==> config.mk <==
export PLATFORM = sky130hd
export DESIGN_NAME = dtl_stage
export DESIGN_NICKNAME = d
export VERILOG_FILES = /design/src/rtl/dtl_pkg.sv /design/src/rtl/dtl_node_mem.sv /design/src/rtl/dtl_compare.sv /design/src/rtl/dtl_stage.sv
export SDC_FILE = /design/constraint.sdc
export NUM_CORES = 1
export LEC_CHECK = 0
export ABC_AREA = 1
export BUFFER_PORTS_ARGS = -buffer_cell sky130_fd_sc_hd__buf_2
export CORE_AREA = 3 3 245 247
export CTS_BUF_LIST = sky130_fd_sc_hd__clkbuf_4 sky130_fd_sc_hd__clkbuf_8
export DETAILED_ROUTE_END_ITERATION = 6
export DIE_AREA = 0 0 248 250
export SLEW_MARGIN = 15
export SYNTH_ARGS = -nofsm -noshare
export SYNTH_HDL_FRONTEND = slang
export SYNTH_SLANG_ARGS = --single-unit
export TNS_END_PERCENT = 50
==> constraint.sdc <==
create_clock -name clk -period 14.3 [get_ports clk]
set_clock_uncertainty 0.05 [all_clocks]
set_input_delay 1.43 -clock clk [delete_from_list [all_inputs] [get_ports clk]]
set_output_delay 1.43 -clock clk [all_outputs]
set_load 0.02 [all_outputs]
==> src/rtl/dtl_pkg.sv <==
package dtl_pkg;

    localparam int ATTR_W  = 32;
    localparam int AIDX_W  = 4;
    localparam int PTR_W   = 13;
    localparam int NADDR_W = PTR_W + 1;
    localparam int WORD_W  = 64;

    typedef enum logic [1:0] {
        CMP_LT = 2'b00,
        CMP_LE = 2'b01,
        CMP_GT = 2'b10,
        CMP_GE = 2'b11
    } cmp_op_e;

    typedef struct packed {
        logic [11:0]       spare;
        logic [PTR_W-1:0]  ptr;
        logic              leaf;
        cmp_op_e           op;
        logic [AIDX_W-1:0] aidx;
        logic [ATTR_W-1:0] konst;
    } node_word_t;

    function automatic logic cmp_eval(cmp_op_e op, logic [ATTR_W-1:0] a,
                                      logic [ATTR_W-1:0] k);
        logic r;
        case (op)
            CMP_LT:  r = (a <  k);
            CMP_LE:  r = (a <= k);
            CMP_GT:  r = (a >  k);
            default: r = (a >= k);
        endcase
        return r;
    endfunction

endpackage

==> src/rtl/dtl_node_mem.sv <==
module dtl_node_mem
    import dtl_pkg::*;
#(
    parameter int DEPTH = 4,
    parameter int IDX_W = 2
) (
    input  logic             clk,
    input  logic             rst,
    input  logic             wr_en,
    input  logic [IDX_W-1:0] wr_idx,
    input  node_word_t       wr_word,
    input  logic [IDX_W-1:0] rd_idx,
    output node_word_t       rd_word
);

    node_word_t lines [DEPTH];

    always_ff @(posedge clk) begin
        if (rst) begin
            for (int i = 0; i < DEPTH; i++) lines[i] <= '0;
        end else if (wr_en && (int'(wr_idx) < DEPTH)) begin
            lines[wr_idx] <= wr_word;
        end
    end

    always_comb begin
        rd_word = '0;
        if (int'(rd_idx) < DEPTH) rd_word = lines[rd_idx];
    end

endmodule

==> src/rtl/dtl_compare.sv <==
module dtl_compare
    import dtl_pkg::*;
#(
    parameter int N_ATTR = 8
) (
    input  logic [N_ATTR*ATTR_W-1:0] tuple,
    input  node_word_t               word,
    output logic [ATTR_W-1:0]        picked,
    output logic                     result
);

    always_comb begin
        picked = '0;
        for (int i = 0; i < N_ATTR; i++) begin
            if (word.aidx == AIDX_W'(i)) picked = tuple[i*ATTR_W +: ATTR_W];
        end
        result = cmp_eval(word.op, picked, word.konst);
    end

endmodule

==> src/rtl/dtl_stage.sv <==
module dtl_stage
    import dtl_pkg::*;
#(
    parameter int LEVEL  = 2,
    parameter int N_ATTR = 8,
    localparam int LINES = 1 << LEVEL,
    localparam int IDX_W = (LEVEL > 0) ? LEVEL : 1,
    localparam int TUP_W = N_ATTR * ATTR_W
) (
    input  logic               clk,
    input  logic               rst,
    input  logic               cfg_mode,
    input  logic               cfg_we,
    input  logic [IDX_W-1:0]   cfg_addr,
    input  logic [WORD_W-1:0]  cfg_data,
    input  logic               in_valid,
    input  logic [TUP_W-1:0]   in_tuple,
    input  logic [NADDR_W-1:0] in_addr,
    input  logic               in_done,
    input  logic [PTR_W-1:0]   in_class,
    output logic               out_valid,
    output logic [TUP_W-1:0]   out_tuple,
    output logic [NADDR_W-1:0] out_addr,
    output logic               out_done,
    output logic [PTR_W-1:0]   out_class
);

    logic [IDX_W-1:0]  rd_idx;
    logic [IDX_W-1:0]  wr_idx;
    node_word_t        node;
    logic [ATTR_W-1:0] picked;
    logic              cmp_res;
    logic              wr_en;

    assign wr_en = cfg_mode & cfg_we;

    generate
        if (LEVEL > 0) begin : g_multi
            assign rd_idx = in_addr[IDX_W-1:0];
            assign wr_idx = cfg_addr;
        end else begin : g_root
            assign rd_idx = '0;
            assign wr_idx = '0;
        end
    endgenerate

    dtl_node_mem #(.DEPTH(LINES), .IDX_W(IDX_W)) i_mem (
        .clk     (clk),
        .rst     (rst),
        .wr_en   (wr_en),
        .wr_idx  (wr_idx),
        .wr_word (node_word_t'(cfg_data)),
        .rd_idx  (rd_idx),
        .rd_word (node)
    );

    dtl_compare #(.N_ATTR(N_ATTR)) i_cmp (
        .tuple  (in_tuple),
        .word   (node),
        .picked (picked),
        .result (cmp_res)
    );

    always_ff @(posedge clk) begin
        if (rst) begin
            out_valid <= 1'b0;
            out_tuple <= '0;
            out_addr  <= '0;
            out_done  <= 1'b0;
            out_class <= '0;
        end else begin
            out_valid <= in_valid;
            if (in_valid) begin
                out_tuple <= in_tuple;
                if (in_done) begin
                    out_addr  <= in_addr;
                    out_done  <= 1'b1;
                    out_class <= in_class;
                end else if (node.leaf) begin
                    out_addr  <= '0;
                    out_done  <= 1'b1;
                    out_class <= node.ptr;
                end else begin
                    out_addr  <= {node.ptr, cmp_res};
                    out_done  <= 1'b0;
                    out_class <= in_class;
                end
            end
        end
    end

endmodule

[Word-level counts from Yosys, hierarchy flattened]
Memories as Yosys holds them, arrays and structs flattened.
Cells that the tools add are included.
W data, S select, Z words.
Storage, ports and cells
  memories kept: 1
  bits in writable memories: 256
  register bits: 285
  output and inout bits: 285
Cells by class
  bitwise operators: 1
  eq/ne operators: 9
  magnitude comparators: 4
  mux-type cells: 23
  reduce and logical (&&, ||, !) cells: 3
Memory list
  i_mem.lines: depth 4, width 64, read ports 1, clocked after memory_dff 0, wr ports 4, line dtl_node_mem.sv:16  | node_word_t lines [DEPTH];
Operators with widths (count)
  $mux W32: 8
  $mux W64: 1
  $reduce_or A64 Y1: 1
  $ge A32 B32 Y1: 1
  $gt A32 B32 Y1: 1
  $le A32 B32 Y1: 1
  $lt A32 B32 Y1: 1
  $mux W14: 2
  $mux W13: 2
  $eq A4 B3 Y1 const B: 4
  $eq A4 B2 Y1 const B: 2
  $mux W1: 8
  $eq A4 B1 Y1 const B: 1
  $logic_not A4 Y1: 1
  $pmux W1 S3: 1
  $eq A2 B1 Y1 const B: 1
  $eq A2 B2 Y1 const B: 1
  $logic_not A2 Y1: 1
  $mux W2: 1
  $and A1 B1 Y1: 1

[Logic depth before layout (Yosys ltp)]
Gate-level depths: netlist of the first run.
An unclocked memory read counts as a cell.
  word-level depth: 14
  mapped depth: 30
  mapped depth without buffers: 28

[Cells and area by module]
A second synthesis of the first run with hierarchy kept.
Unflattened totals
  cell total of the unflattened synthesis: 3233
  area, all modules: 25395.6 µm²
Modules (own cells, without submodules)
  dtl_node_mem: area each 12434.4 µm², seq. area each 7687.4 µm², times used 1, cells an instance 1372
  dtl_stage: area each 10122.2 µm², seq. area each 5705.5 µm², times used 1, cells an instance 1310
  dtl_compare: area each 2839.0 µm², seq. area each 0.0 µm², times used 1, cells an instance 551

[Least setup slack after synthesis of the first run]
Ideal clock, no wire load.
  path kind: input to register
  start: input cfg_addr[1]
  end: memory i_mem.lines[2][0] (netlist bit), enable pin
  data required time: 13.716 ns
  stages on the path: 4
  buffers on the path: 0
  arrival time: 5.408 ns
  path slack: 8.308 ns
  cells stage by stage: inv_1 nor2_1 clkinv_1 o21ai_0
RTL lines
  start: declaration: line dtl_stage.sv:14  | input logic [IDX_W-1:0] cfg_addr,
  end: declaration: line dtl_node_mem.sv:16

[Worst setup path in the final report of the first run]
  start: input in_addr[0]
  end: register out_addr[0]
On the way
  cells in the longest elaborated chain, start to end: 14
  elaborated cells between the ends (all ways): 27
  classes of those cells: 4 x order compare; 9 x eq/ne; 11 x mux; 2 x reduce/logical; 1 x memory
Ends and longest elaborated chain
  start: declaration: line dtl_stage.sv:18  | input logic [NADDR_W-1:0] in_addr,
  $mem_v2 Z4 W64
  $logic_not A4 Y1: line dtl_compare.sv:15  | if (word.aidx == AIDX_W'(i)) picked = tuple[i*ATTR_W +: ATTR_W];
  $mux W32 (8 in series): line dtl_compare.sv:15
  $ge A32 B32 Y1, or another cell as far along: line dtl_pkg.sv:32  | default: r = (a >= k);
  $pmux W1 S3: line dtl_pkg.sv:28  | case (op)
  $mux W14: line dtl_stage.sv:79  | end else if (node.leaf) begin
  $mux W14 *: line dtl_stage.sv:75  | if (in_done) begin
  end signal: assignment: line dtl_stage.sv:76  | out_addr <= in_addr;
  end signal: assignment: line dtl_stage.sv:84  | out_addr <= {node.ptr, cmp_res};
  end: declaration: line dtl_stage.sv:23  | output logic [NADDR_W-1:0] out_addr,
Every way passes the cells marked *; elsewhere a longest branch is shown, timed or not.
A chain may end at the register's enable or synchronous reset.

==> results.sh, run 1 <==
export IMPL_h_tree_depth=3
export IMPL_crit_family="simple AND/OR/NAND/NOR gates"
export IMPL_placed_area_sq_um=25000
export IMPL_synth_top_area_share_pct=29.1
export IMPL_worstSkewPairLatency_ns=0.67
export IMPL_final_core_util_pct=46.5
export IMPL_crit_fanout=72
export IMPL_clock_sinks=493
export IMPL_dr_pass1_iters=5
export IMPL_setup_viol=0
export IMPL_critPathLaunchType="input pin"
export IMPL_synth_top_family_by_area="simple AND/OR/NAND/NOR gates"
export IMPL_power_density_nw_per_um2=134
export IMPL_p_leak_nw=12.4
export IMPL_core_area_sq_um=57800
export IMPL_r2r_end="out_addr[0]$_SDFFE_PP0P_"
export IMPL_grt_first_pass_wirelength_mm=137
export IMPL_status="complete, no violations"
export IMPL_rsz0062_at_grt="false"
export IMPL_ys_seq_elements=493
export IMPL_slowest_delay_ns=0.67
export IMPL_fin_crit_ns=5.87
export IMPL_startpoint="in_addr[0]"
export IMPL_yosys_area_top_type="edfxtp_1"
export IMPL_setup_ws_ns=8.43
export IMPL_die_width_um=248
export IMPL_avgRoutedWirePerCell_um=24.3
export IMPL_cp_endpoint="out_addr[0]$_SDFFE_PP0P_"
export IMPL_crit_required_ns=14.79
export IMPL_syn_num_nets=2997
export IMPL_grt_overflow=0
export IMPL_syn_avg_cell_area_sq_um=8.23
export IMPL_io_buffers=627
export IMPL_drv_slew=0
export IMPL_root_buffer="clkbuf_8"
export IMPL_die_area_sq_um=62000
export IMPL_die_h_um=250
export IMPL_post_route_cells_drive_above_1_share_pct=25.5
export IMPL_path_depth=22
export IMPL_crit_path_end_kind="flip-flop"
export IMPL_dp_slack_ns=7.78
export IMPL_relSlewSlack_pct=22.3
export IMPL_slowest_stage="buf_4"
export IMPL_post_cts_buffers=0
export IMPL_rr_worst_depth=19
export IMPL_cts_tree="built"
export IMPL_grt_pass1_vias=19800
export IMPL_maxCapViolations=0
export IMPL_cts_buffers=85
export IMPL_syn_area_sq_um=21500
export IMPL_timing_hold_ws_ns=0.428
export IMPL_worst_pin_slew_ns=1.17
export IMPL_hold_depth=2
export IMPL_synthMuxAreaShare_pct=0
export IMPL_worstPathArrival_ns=6.35
export IMPL_ant_nets=0
export IMPL_final_nets=3545
export IMPL_grt_max_degree=162
export IMPL_drc=0
export IMPL_setup_tns_ns=0
export IMPL_hold_violations=0
export IMPL_synthXorXnorAreaFrac_pct=0
export IMPL_fin_area_sq_um=26900
export IMPL_synth_cell_types=35
export IMPL_ios=640
export IMPL_cp_cell_sequence="buf_4 > inv_4 > buf_4 > nand2_1 > nand3_1 > nand2_2 > nand2_1 > inv_2 > nand2_2 > o21ai_0 > o22ai_1 > nand4_1 > ha_1 > nand2_1 > nor2_1 > nand4_1 > nor2_1 > a21oi_1 > nand2_1 > nand3_1 > nand2_1 > a21oi_1"
export IMPL_irDropWorstVdd_v=0.0000806
export IMPL_clk_path_buf_depth=3
export IMPL_via_per_inst=5.30
export IMPL_yosys_area_share_simple_pct=22.7
export IMPL_wirelength_mm=97.6
export IMPL_fin_crit_sh_pct=41.0
export IMPL_rrSetupSlack_ns=10.21
export IMPL_worst_path_buf_inv=4
export IMPL_track_usage_pct=30.1
export IMPL_min_path_type="reg -> reg"
export IMPL_initial_core_util_pct=37.2
export IMPL_layout_common_cells="nor2_1, buf_2, nand2_1, o21ai_0, dfxtp_1"
export IMPL_r2r_start="i_mem.lines[0][32]$_SDFFCE_PN0P_"
export IMPL_synthAdderAreaFrac_pct=1.86
export IMPL_final_common_cell="nor2_1"
export IMPL_worstSetupPathType="in -> reg"
export IMPL_netlist_instances=2610
export IMPL_synth_area_leaders="edfxtp_1, dfxtp_1, nor2_1, o21ai_0, nand2_1"
export IMPL_cts_clk_slew_worst_paths_ns=0.06
export IMPL_cts_resized=0
export IMPL_fp_row_count=88
export IMPL_fmax_mhz=170
export IMPL_antenna_found_initial=22
export IMPL_hpwl_mm=70.9
export IMPL_vias=21200
export IMPL_yosys_warnings=0
export IMPL_syn_to_final_growth_pct=25.2
export IMPL_globalplace_congestion=0.926
export IMPL_drt_initial_drc_count=2098
export IMPL_cts_hold_buf=0
export IMPL_synth_compound_area_share_pct=13.9
export IMPL_cp_common_cell="nand2_1"
export IMPL_seq_area_frac_synth_pct=55.6
worst min-delay path: stages, from the launching register on:
cell and delay, ns:
dfxtp_1 0.32, o211ai_1 0.08, inv_1 0.05
layer usage:
layer | routed length [um] | vias up | global-route usage (%)
met3 | 7960 | 170 | 4.62
met1 | 39600 | 10200 | 39.8
met4 | 3630 | 6 | 11.8
li1 | - | 9823 | -
met5 | 46 | - | 0
met2 | 46400 | 1066 | 49.6
kinds of logic after synthesis:
logic type,after synthesis
simple gates,1226
flops,493
compound gates,547
fa+ha+maj,32
buf+inv,312
synth_stat cells:
cell type,instances
nor2_1,671
nand2_1,397
o21ai_0,337
dfxtp_1,285
edfxtp_1,208
clkbuf_1,126
a21oi_1,118
inv_1,115
nand3_1,64
nor3_1,52
o22ai_1,36
a32o_1,32
buf_2,32
ha_1,32
nand4_1,28
buf_1,20
o211ai_1,14
inv_2,7
nand2_2,6
buf_6,5
o21ai_1,5
clkinv_1,4
buf_4,2
nor2_4,2
o21a_1,2
a21o_1,1
a21oi_2,1
and2_1,1
and3_1,1
inv_4,1
nand2_4,1
nor2_2,1
nor3_4,1
o31ai_1,1
or2_2,1
worst min-delay path by stage:
stage	start	end	slack, ns
3_3_place_gp	out_class[12]$_SDFFE_PP0P_	out_class[12]$_SDFFE_PP0P_	0.41
5_1_grt	out_class[4]$_SDFFE_PP0P_	out_class[4]$_SDFFE_PP0P_	0.46
4_1_cts	out_class[8]$_SDFFE_PP0P_	out_class[8]$_SDFFE_PP0P_	0.43
2_1_floorplan	out_tuple[0]$_SDFFE_PP0P_	out_tuple[0]$_SDFFE_PP0P_	0.54
3_5_place_dp	out_class[12]$_SDFFE_PP0P_	out_class[12]$_SDFFE_PP0P_	0.41
6_report	out_class[8]$_SDFFE_PP0P_	out_class[8]$_SDFFE_PP0P_	0.43
report_power, final:
part / leakage, nW / switching [mW] / internal (mW)
registers: 4.37 / 0.0373 / 1.56
logic: 7.03 / 0.420 / 0.173
clock network: 0.968 / 0.614 / 0.787
total: 12.4 / 1.07 / 2.52
cell type report:
class,instances,area [sq um]
antenna,18,45.0
clock buffer,130,1600
clock inverter,26,253
fill,5884,30900
inverter,127,494
multi-input combinational,1805,8310
sequential,493,12000
tap,765,957
timing repair buffer,646,3290
flip-flops by register name, indices dropped and copies added (netlist names):
register     cells
out_tuple      256
i_mem.lines    208
out_addr        14
out_class       13
out_done         1
out_valid        1
through the flow:
step                      total power, mW  cells
after global placement               2.21   3836
after floorplan                      1.95   2610
after detailed placement             2.22   3836
final                                3.60   4010
after CTS                            3.62   3992
after global routing                 3.74   4003
No activity file was read; power rests on OpenSTA's default activity.
==> inputs of run 2 (changes only) <==
- clock period: 14.3 -> 5.55 ns (I/O delays scaled with it)
==> results.sh, run 2 (same netlist as run 1, synthesis figures left out) <==
export IMPL_status="complete, no violations"
export IMPL_maxCapViolations=0
export IMPL_path_depth=21
export IMPL_worstSkewPairLatency_ns=0.67
export IMPL_cts_hold_buf=0
export IMPL_final_nets=3548
export IMPL_worst_path_buf_inv=3
export IMPL_root_buffer="clkbuf_8"
export IMPL_hold_violations=0
export IMPL_fp_row_count=88
export IMPL_fin_crit_sh_pct=73.4
export IMPL_layout_common_cells="nor2_1, buf_2, nand2_1, o21ai_0, dfxtp_1"
export IMPL_drt_initial_drc_count=2222
export IMPL_relSlewSlack_pct=22.4
export IMPL_clk_path_buf_depth=3
export IMPL_reg_top3="out_tuple (256), i_mem.lines (208), out_addr (14)"
export IMPL_grt_max_degree=200
export IMPL_setup_viol=0
export IMPL_avgRoutedWirePerCell_um=24.2
export IMPL_rr_worst_depth=20
export IMPL_grt_first_pass_wirelength_mm=136
export IMPL_die_h_um=250
export IMPL_setup_tns_ns=0
export IMPL_wirelength_mm=97.0
export IMPL_worst_pin_slew_ns=1.16
export IMPL_grt_overflow=0
export IMPL_dp_slack_ns=0.815
export IMPL_fin_crit_ns=4.07
export IMPL_cts_resized=0
export IMPL_core_area_sq_um=57800
export IMPL_h_tree_depth=3
export IMPL_fin_cells=4009
export IMPL_clock_sinks=493
export IMPL_slowest_stage="nor2_2"
export IMPL_vias=21200
export IMPL_ant_nets=0
export IMPL_setup_ws_ns=1.48
export IMPL_ios=640
export IMPL_critPathLaunchType="input pin"
export IMPL_hpwl_mm=71.0
export IMPL_slowest_delay_ns=0.79
export IMPL_place_inst=3840
export IMPL_crit_required_ns=6.05
export IMPL_hold_depth=3
export IMPL_post_cts_buffers=0
export IMPL_die_area_sq_um=62000
export IMPL_via_per_inst=5.30
export IMPL_irDropWorstVdd_v=0.000165
export IMPL_antenna_found_initial=23
export IMPL_worstPathArrival_ns=4.58
export IMPL_final_common_cell="nor2_1"
export IMPL_fin_area_sq_um=26900
export IMPL_grt_pass1_vias=20100
export IMPL_io_buffers=627
export IMPL_p_leak_nw=12.4
export IMPL_rsz0062_at_grt="false"
export IMPL_cts_clk_slew_worst_paths_ns=0.07
export IMPL_largest_register="out_tuple"
export IMPL_globalplace_congestion=0.934
export IMPL_post_route_cells_drive_above_1_share_pct=25.7
export IMPL_min_path_type="in -> reg"
export IMPL_multi_input_area_sq_um=8310
export IMPL_die_width_um=248
export IMPL_cp_cell_sequence="buf_2 > inv_2 > nand3_1 > nand2_2 > nand2_1 > nor2_2 > buf_4 > nand2_1 > nand3_1 > o22ai_1 > nand4_1 > ha_1 > a21oi_1 > o21a_1 > nand2_1 > a21oi_1 > nand2_1 > nand2_1 > nand3_1 > nand2_1 > a21oi_1"
export IMPL_dr_pass1_iters=6
export IMPL_initial_core_util_pct=37.2
export IMPL_cp_common_cell="nand2_1"
export IMPL_cts_tree="built"
export IMPL_worstSetupPathType="in -> reg"
export IMPL_crit_fanout=23
export IMPL_drc=0
export IMPL_cts_buffers=83
export IMPL_nFillCells=5791
export IMPL_fmax_mhz=245
export IMPL_track_usage_pct=29.9
export IMPL_syn_to_final_growth_pct=25.3
export IMPL_regArea_sq_um=12000
export IMPL_placed_area_sq_um=25000
export IMPL_crit_family="simple AND/OR/NAND/NOR gates"
export IMPL_largest_reg_flops=256
export IMPL_power_density_nw_per_um2=341
export IMPL_drv_slew=0
export IMPL_crit_path_end_kind="flip-flop"
==> run 2: changes by cell type in the layout (fill, tap and decap cells not counted), sizes merged <==
cell and change:
buf +5, bufinv -1, clkbuf -4, clkinv -4, clkinvlp -1, diode +2
inv +2
==> run 2: layout make-up <==
| class | instances | share of cell area [%] |
|---|---|---|
| antenna | 20 | 0.186 |
| clock buffer | 126 | 5.82 |
| clock inverter | 22 | 0.823 |
| inverter | 127 | 1.84 |
| multi-input combinational | 1805 | 30.9 |
| sequential | 493 | 44.4 |
| tap | 765 | 3.56 |
| timing repair buffer | 651 | 12.5 |
==> run 2: worst paths after layout <==
kind | startpoint | endpoint | slack [ns]
worst max-delay path | in_addr[1] | out_addr[0]$_SDFFE_PP0P_ | 1.48
worst min-delay path | in_tuple[17] | out_tuple[17]$_SDFFE_PP0P_ | 0.07
worst max register to register | i_mem.lines[1][32]$_SDFFCE_PN0P_ | out_addr[0]$_SDFFE_PP0P_ | 1.55
worst min register to register | out_class[8]$_SDFFE_PP0P_ | out_class[8]$_SDFFE_PP0P_ | 0.43
==> run 2: worst reg2reg max path, delay by kind of cell, from the launching register on <==
family	cells	cell delay, ns
AOI/OAI and AO/OA	5	0.70
adders and majority gates	1	0.26
buffers and inverters	1	0.34
DFF	1	0.36
and+or+nand+nor	13	2.17
==> run 2: stage by stage <==
stage	utilization, %	hold WS (ns)	power [mW]
5_1_grt	46.5	0.0704	9.54
4_1_cts	46.4	0.00776	9.23
6_report	46.5	0.0736	9.18
3_5_place_dp	43.3	0.408	5.72
3_3_place_gp	43.3	0.409	5.70
2_1_floorplan	-	0.541	5.01
==> run 2: metal layers <==
metal / vias up / part of all wire (%) / global-route usage [%]
met2: 957 / 47 / 48.2
met5: - / 0.066 / 0
met1: 10300 / 41 / 39.6
met4: 10 / 4.0 / 13.2
li1: 9840 / - / -
met3: 174 / 7.7 / 4.81
==> run 2: where the power goes <==
| part | internal, mW | switching [mW] |
|---|---|---|
| Clock | 1.95 | 1.57 |
| Sequential | 4.03 | 0.0972 |
| Combinational | 0.453 | 1.08 |
